**config.mk**
```make
export PLATFORM = sky130hd
export DESIGN_NAME = eager_conflict_seq
export DESIGN_NICKNAME = d
export VERILOG_FILES = /design/src/rtl/eager_conflict_seq.sv
export SDC_FILE = /design/constraint.sdc
export NUM_CORES = 1
export LEC_CHECK = 0
export BUFFER_PORTS_ARGS = -buffer_cell sky130_fd_sc_hd__buf_2
export CAP_MARGIN = 0
export CORE_MARGIN = 5
export CORE_UTILIZATION = 50
export DETAILED_ROUTE_END_ITERATION = 6
export PLACE_DENSITY = 0.72
export SETUP_SLACK_MARGIN = 0.02
export SYNTH_ARGS = -nofsm -noshare
export SYNTH_HDL_FRONTEND = slang
export SYNTH_SLANG_ARGS = --single-unit
```
**constraint.sdc**
```tcl
create_clock -name clk -period 3 [get_ports clk]
set_clock_uncertainty 0.1 [all_clocks]
set_input_delay 0 -clock clk [delete_from_list [all_inputs] [get_ports clk]]
set_output_delay 0 -clock clk [all_outputs]
set_load 0.02 [all_outputs]
```
**src/rtl/eager_conflict_seq.sv**
```systemverilog
`timescale 1ns/1ps
module eager_conflict_seq #(
  parameter int          NCORE    = 4,
  parameter int          WAKE_CYC = 400,
  parameter int          WIN_MIN  = 2,
  parameter int          WIN_MAX  = 8,
  parameter logic [15:0] SEED     = 16'hACE1
) (
  input  logic                     clk,
  input  logic                     rst_n,
  input  logic [NCORE-1:0]         tx_active,
  input  logic                     snoop_inv,
  input  logic [$clog2(NCORE)-1:0] snoop_src,
  input  logic [NCORE-1:0]         set_hit,
  input  logic [NCORE-1:0]         tx_commit,
  input  logic [NCORE-1:0]         ovf_req,
  output logic [NCORE-1:0]         abort_p,
  output logic [NCORE-1:0]         core_sleep,
  output logic [NCORE-1:0]         retry_p,
  output logic [NCORE-1:0]         serial_grant,
  output logic [NCORE-1:0]         tx_stall
);
  localparam int SW = $clog2(NCORE);
  localparam int CW = ($clog2(WAKE_CYC) > WIN_MAX) ? $clog2(WAKE_CYC) : WIN_MAX;
  localparam int WW = $clog2(WIN_MAX + 1);

  typedef enum logic [1:0] {RUN, BACK, WAKE} ph_t;

  logic [15:0] lfsr;
  logic [31:0] lfsr2;
  assign lfsr2 = {lfsr, lfsr};

  always_ff @(posedge clk or negedge rst_n)
    if (!rst_n) lfsr <= SEED;
    else        lfsr <= {1'b0, lfsr[15:1]} ^ (lfsr[0] ? 16'hB400 : 16'h0000);

  logic          own_vld;
  logic [SW-1:0] own_idx;
  logic [SW-1:0] pick;
  logic          own_done;

  always_comb begin
    pick = '0;
    for (int k = NCORE - 1; k >= 0; k--)
      if (ovf_req[k]) pick = SW'(k);
  end

  assign own_done = own_vld && (tx_commit[own_idx] || abort_p[own_idx]);

  always_ff @(posedge clk or negedge rst_n)
    if (!rst_n) begin
      own_vld <= 1'b0;
      own_idx <= '0;
    end else if (own_done) begin
      own_vld <= 1'b0;
    end else if (!own_vld && |ovf_req) begin
      own_vld <= 1'b1;
      own_idx <= pick;
    end

  for (genvar i = 0; i < NCORE; i++) begin : g_core
    ph_t                ph;
    logic [CW-1:0]      cnt;
    logic [WW-1:0]      win;
    logic [WIN_MAX-1:0] mask;
    logic [15:0]        rnd;
    logic               hit, ab, rt;

    assign rnd  = lfsr2[4*(i%4) +: 16];
    assign mask = WIN_MAX'((32'd1 << win) - 32'd1);
    assign hit  = snoop_inv && set_hit[i] && tx_active[i] && (ph == RUN) && (snoop_src != SW'(i));

    always_ff @(posedge clk or negedge rst_n)
      if (!rst_n) begin
        ph  <= RUN;
        cnt <= '0;
        win <= WW'(WIN_MIN);
        ab  <= 1'b0;
        rt  <= 1'b0;
      end else begin
        ab <= hit;
        rt <= 1'b0;
        if (tx_commit[i]) win <= WW'(WIN_MIN);
        case (ph)
          RUN: if (hit) begin
            ph  <= BACK;
            cnt <= CW'(rnd[WIN_MAX-1:0] & mask);
            if (win < WW'(WIN_MAX)) win <= win + 1'b1;
          end
          BACK: if (cnt == '0) begin
            ph  <= WAKE;
            cnt <= CW'(WAKE_CYC - 1);
          end else cnt <= cnt - 1'b1;
          WAKE: if (cnt == '0) begin
            ph <= RUN;
            rt <= 1'b1;
          end else cnt <= cnt - 1'b1;
          default: ph <= RUN;
        endcase
      end

    assign abort_p[i]      = ab;
    assign retry_p[i]      = rt;
    assign core_sleep[i]   = (ph != RUN);
    assign serial_grant[i] = own_vld && (own_idx == SW'(i));
    assign tx_stall[i]     = own_vld && (own_idx != SW'(i));
  end
endmodule

```
# [After elaboration in Yosys (flattened, before gate mapping)]
# Cells that the tools add are included.
[word_totals] mem_bits_ro=0 input_bits=21 word_cells=208 latchBits=0 mem_bits_rw=0 mem_count=0 register_bits=87
[classes] eq_ne=33 magnitude_cmp=5 shift=4 div=0 addsub=12 mux=67 reduce_logical=58 n_mul=0 bitwise_logic=6
[ops] cell="$mux 9" n=12
[ops] cell="$pmux 9 s3" n=4
[ops] cell="$mux 4" n=16
[ops] cell="$ne 2x2->1 const B" n=20
[ops] cell="$logic_not 9->1" n=4
[ops] cell="$sub 9x1->9 const B" n=4
[ops] cell="$and 8x8->8" n=4
[ops] cell="$mux 2" n=16
[ops] cell="$shl 1x4->8 const A" n=4
[ops] cell="$sub 8x1->8 const B" n=4
[ops] cell="$logic_and 1x1->1" n=26
[ops] cell="$pmux 2 s3" n=4
[ops] cell="$reduce_and 3->1" n=8
[ops] cell="$add 4x1->4 const B" n=4
[ops] cell="$lt 4x4->1 const B" n=4
[ops] cell="$mux 16" n=1
[ops] cell="$xor 15x16->16" n=1
[ops] cell="$reduce_bool 2->1" n=7
[ops] cell="$eq 2x2->1 const B" n=6
[ops] cell="$mux 1" n=12
[ops] cell="$reduce_bool 3->1" n=4
[ops] cell="$eq 2x1->1 const B" n=5
[ops] cell="$logic_not 2->1" n=5
[ops] cell="$bmux 1 s2" n=2
[ops] cell="7 further kinds" n=8

# [Logic depth before layout (Yosys ltp)]
[logic_depth] ltp_word=6 mapped_depth=10 ltp_nobuf=9

# [Worst setup path before layout]
# Ideal clock, no wire load.
[synth_path] kind="register to register" start="register g_core[3].win[1]" end="register g_core[3].cnt[6]" arrival_ps=2031 t_required_ps=2779 setup_slack_ps=748 path_stages_with_launch=11 setup_time_ps=121 period_less_slack_ps=2252 path_cell_list="dfstp_2 > inv_1 > ha_1 > clkbuf_1 > nand2_1 > ha_1 > nor4b_1 > a211oi_1 > o211ai_1 > o22ai_1 > a22o_1"
[synth_between] elab_chain_cells=5
[synth_lines] item="from (decl)" line_no="64" text="logic [WW-1:0] win;"
[synth_lines] item="from (signal assigned)" line_no="77" text="win <= WW'(WIN_MIN);"
[synth_lines] item="from (signal assigned)" line_no="83" text="if (tx_commit[i]) win <= WW'(WIN_MIN);"
[synth_lines] item="from (signal assigned)" line_no="88" text="if (win < WW'(WIN_MAX)) win <= win + 1'b1;"
[synth_lines] item="$shl 1x4->8" line_no="70" text="assign mask = WIN_MAX'((32'd1 << win) - 32'd1);"
[synth_lines] item="$sub 8x1->8" line_no="70"
[synth_lines] item="$and 8x8->8" line_no="87" text="cnt <= CW'(rnd[WIN_MAX-1:0] & mask);"
[synth_lines] item="$mux 9" line_no="85" text="RUN: if (hit) begin"
[synth_lines] item="$pmux 9 s3" line_no="84" text="case (ph)"
[synth_lines] item="to (signal assigned)" line_no="87"
[synth_lines] item="to (signal assigned)" line_no="92" text="cnt <= CW'(WAKE_CYC - 1);"
[synth_lines] item="to (signal assigned)" line_no="93" text="end else cnt <= cnt - 1'b1;"
[synth_lines] item="to (decl)" line_no="63" text="logic [CW-1:0] cnt;"
# Every way passes these cells. The select of a mux whose other input is x is not followed.
# A chain may end at the register's enable or synchronous reset.

# [Worst setup path after layout]
[layout_path] start="register g_core[3].ph[0]" end="register g_core[3].cnt[3]"
[layout_between] elab_chain_cells=5 word_cells_on_any_way=10
[layout_lines] item="from (decl)" line_no="62" text="ph_t ph;"
[layout_lines] item="from (signal assigned)" line_no="75" text="ph <= RUN;"
[layout_lines] item="from (signal assigned)" line_no="86" text="ph <= BACK;"
[layout_lines] item="from (signal assigned)" line_no="91" text="ph <= WAKE;"
[layout_lines] item="$logic_not 2->1" line_no="71, 84"
[layout_lines] item="$logic_and 1x1->1 (2 in a row)" line_no="71" text="assign hit = snoop_inv && set_hit[i] && tx_active[i] && (ph == RUN) && (snoop_src != SW'(i));"
[layout_lines] item="$ne 2x2->1 (no source line)"
[layout_lines] item="$reduce_and 3->1 (no source line)"
# Several ways; a longest one is shown, not always the timed one.

==> impl_metrics.yaml <==
outcome:
  status: "finished, final reports clean"
die:
  initial_core_util: 0.511
  pin_count: 41
  core_mm2: 0.0115
  fp.dieW_um: 118
  die_h_um: 118
  num_rows: 39
  dieArea_mm2: 0.0140
yosys:
  netlist.area_leader.share: 0.321
  ys_async_sr_fraction: 1.00
  yosysSeqAreaShare: 0.374
  yosysWarningCount: 0
  ys.flop_type: "dfrtp_1"
  synth_area_leaders: "dfrtp_1, ha_1, dfstp_2"
  avgSynthCellArea_um2: 8.79
  syn_nets: 733
  synth_seq_cells: 87
  yosysTopAreaCell: "dfrtp_1"
  syn_area_mm2: 0.00586
  synth-edff-count: 0
  synthCells: 666
  synth_cell_types: 69
cts:
  numClockSinks: 87
  cts_buffers: 9
  ctsRootBufferMaster: "clkbuf_16"
  cts_setup_buffers: 0
  cts_max_path_buffers: 2
  tritoncts: "done"
  worstSkewPairLatency_ns: 0.35
  htreeDepth: 3
  path_clk_slew_ns: 0.06
worst_setup_path:
  cp_max_fo: 19
  cp-start-kind: "flop"
  crit_required_ns: 3.13
  cp-end-kind: "flop"
  cp_slowest_cell: "a22oi_2"
  crit_path_cell_trace: "inv_1 -> ha_1 -> nand4_1 -> a21o_1 -> a22oi_2 -> o21ai_0 -> a221o_1"
  crit_type: "flop to flop"
  max_stage_delay_ns: 0.64
  arrival_ns: 2.79
drt:
  wirelength_um: 13500
  via_count: 4971
  wl_per_cell_um: 15.9
  drc: 0
  viasPerCell: 5.84
  postRouteAntennaNets: 0
  drtIter0Drc: 364
  firstDrtPassIters: 7
grt:
  grt_usage: 0.194
  grt_pass1_wl_um: 22500
  grt_max_degree: 35
  grt_pass1_vias: 4586
  antenna_found_initial: 0
  overflow: 0
finish:
  drive_above_1_share: 0.124
  postLayoutCoreUtil: 0.569
  fillers: 973
  nNetsFinal: 770
  diodes: 0
  syn_to_final_growth_pct: 11.5
pwr:
  power_density_mw_per_mm2: 915
  p_leak_nw: 3.11
  irDropWorstVdd_v: 0.000551
  total_power_mw: 5.97
placed_design:
  dp_hpwl_um: 9780
  gp_congestion: 0.861
  placement.io_buffers: 40
timing:
  rsz0062_at_grt: "false"
  worst_pin_slew_ns: 0.765
  finalSetupTns_ns: 0
  fin_crit_ns: 2.66
  fmax_mhz: 376
  finalCritPeriodShare: 0.886
  drv_slew: 0
  relSlewSlack: 0.485
  finalHoldViolCount: 0
  setup_viol: 0
hold_path:
  hold_path_class: "primary input to flop"
run:
  cap_violations: 0
through the flow:
| step | worst slack (ns) | area [um2] | std cells | hold slack, ns |
|---|---|---|---|---|
| 2_1_floorplan | 0.748 | 5860 | 666 | -0.396 |
| 3_3_place_gp | 0.561 | 6110 | 822 | -0.121 |
| 3_5_place_dp | 0.421 | 6110 | 822 | -0.117 |
| 4_1_cts | 0.400 | 6530 | 851 | 0.0147 |
| 5_1_grt | 0.153 | 6530 | 851 | 0.0505 |
| 6_report | 0.343 | 6530 | 851 | 0.0341 |
kinds of logic after synthesis:
kind of cell             share of synthesized area
multiplexers                                0.0201
XOR/XNOR                                    0.0239
flip-flops                                   0.374
buffers and inverters                       0.0675
AND/OR/NAND/NOR                              0.190
AO/OA/AOI/OAI                                0.226
adder cells (fa/ha/maj)                     0.0983
synthesized netlist by cell type (6+ instances only):
cell,count
nor2_1,76
dfrtp_1,75
inv_1,63
ha_1,46
o21ai_0,41
nand2_1,39
a21oi_1,37
a31oi_1,22
clkbuf_1,17
nand2b_1,16
nor3_1,16
or3_1,13
dfstp_2,12
buf_4,10
xor2_1,10
o22ai_1,9
o31ai_1,9
a22o_1,8
nand3_1,8
o211ai_1,8
nor2b_1,7
o21a_1,7
and3_1,6
nor3b_1,6
xnor2_1,6
flip-flops by register name, summed over array words and instances, names as in the netlist:
| name | flops |
|---|---|
| g_core.ab | 4 |
| g_core.cnt | 36 |
| g_core.ph | 8 |
| g_core.rnd | 16 |
| g_core.rt | 4 |
| g_core.win | 16 |
| own_idx | 2 |
| own_vld | 1 |
routing by layer:
layer,GRT usage,up-vias,wire [um]
li1,-,2450,-
met3,0.0277,28,535
met1,0.262,2376,6160
met4,0.0968,0,452
met5,0,-,0
met2,0.307,117,6380
worst max-delay path, delay by kind of cell (launching register included):
kind	cells	cell delay [ns]
adders and majority gates	1	0.33
AOI/OAI and AO/OA	4	1.48
DFF	1	0.38
and+or+nand+nor	1	0.14
buffers and inverters	1	0.11
power by group:
part | internal (mW) | switching, mW | total [mW] | leakage [nW]
logic | 1.20 | 1.91 | 3.11 | 1.83
registers | 1.45 | 0.289 | 1.74 | 1.13
clock network | 0.664 | 0.458 | 1.12 | 0.146
total | 3.31 | 2.66 | 5.97 | 3.11
worst paths after layout:
| path | depth (start not counted) | slack, ns | startpoint | endpoint |
|---|---|---|---|---|
| setup / recovery | 7 | 0.34 | g_core[3].ph[0] | g_core[3].cnt[3] |
| hold / removal | 3 | 0.03 | snoop_src[1] | g_core[3].ab |
| setup reg to reg | 7 | 0.34 | g_core[3].ph[0] | g_core[3].cnt[3] |
| hold reg to reg | 0 | 0.28 | g_core[0].rnd[6] | g_core[0].rnd[5] |
| max in group asynchronous | 3 | 1.96 | rst_n | g_core[1].win[1] |
| min in group asynchronous | 2 | 0.05 | rst_n | g_core[0].ph[0] |
timing repair:
action | CTS | global route
hold buffers | 13 | 0
endpoints found under the hold margin | 71 | 0
gates resized for setup | 0 | 0
final cells by class:
cell class / count / area (um2) / area share
multi-input combinational: 485 / 3270 / 0.500
sequential: 87 / 2190 / 0.336
timing repair buffer: 57 / 363 / 0.0556
clock buffer: 12 / 246 / 0.0377
inverter: 63 / 236 / 0.0362
tap: 143 / 179 / 0.0274
clock inverter: 4 / 45.0 / 0.00690
cells in the final DEF, fill, tap and decap left out, types with 3 or more instances in the layout:
cell and n:
nand3_1 8, mux2i_1 5, and3_1 6, dlygate4sd3_1 13, o211ai_1 8, a22o_1 8
a31oi_1 22, o31ai_1 9, or3_1 13, dfrtp_1 75, nand2_1 39, mux2_2 4
o32ai_1 5, a221oi_1 3, o21ai_0 41, or2_2 3, nor2_1 76, xor2_1 10
a211oi_1 4, nor2b_1 7, nand2b_1 16, o22ai_1 9, and2_1 5, buf_4 5
ha_1 46, o32a_1 4, o21ai_1 5, o21a_1 7, buf_2 39, a21oi_1 37
nor3_1 16, dfstp_2 12, clkbuf_16 9, clkinv_2 3, inv_1 63, nor3b_1 6
nor4_1 5, nand4_1 5, xnor2_1 6
No activity file was read; power rests on OpenSTA's default activity.
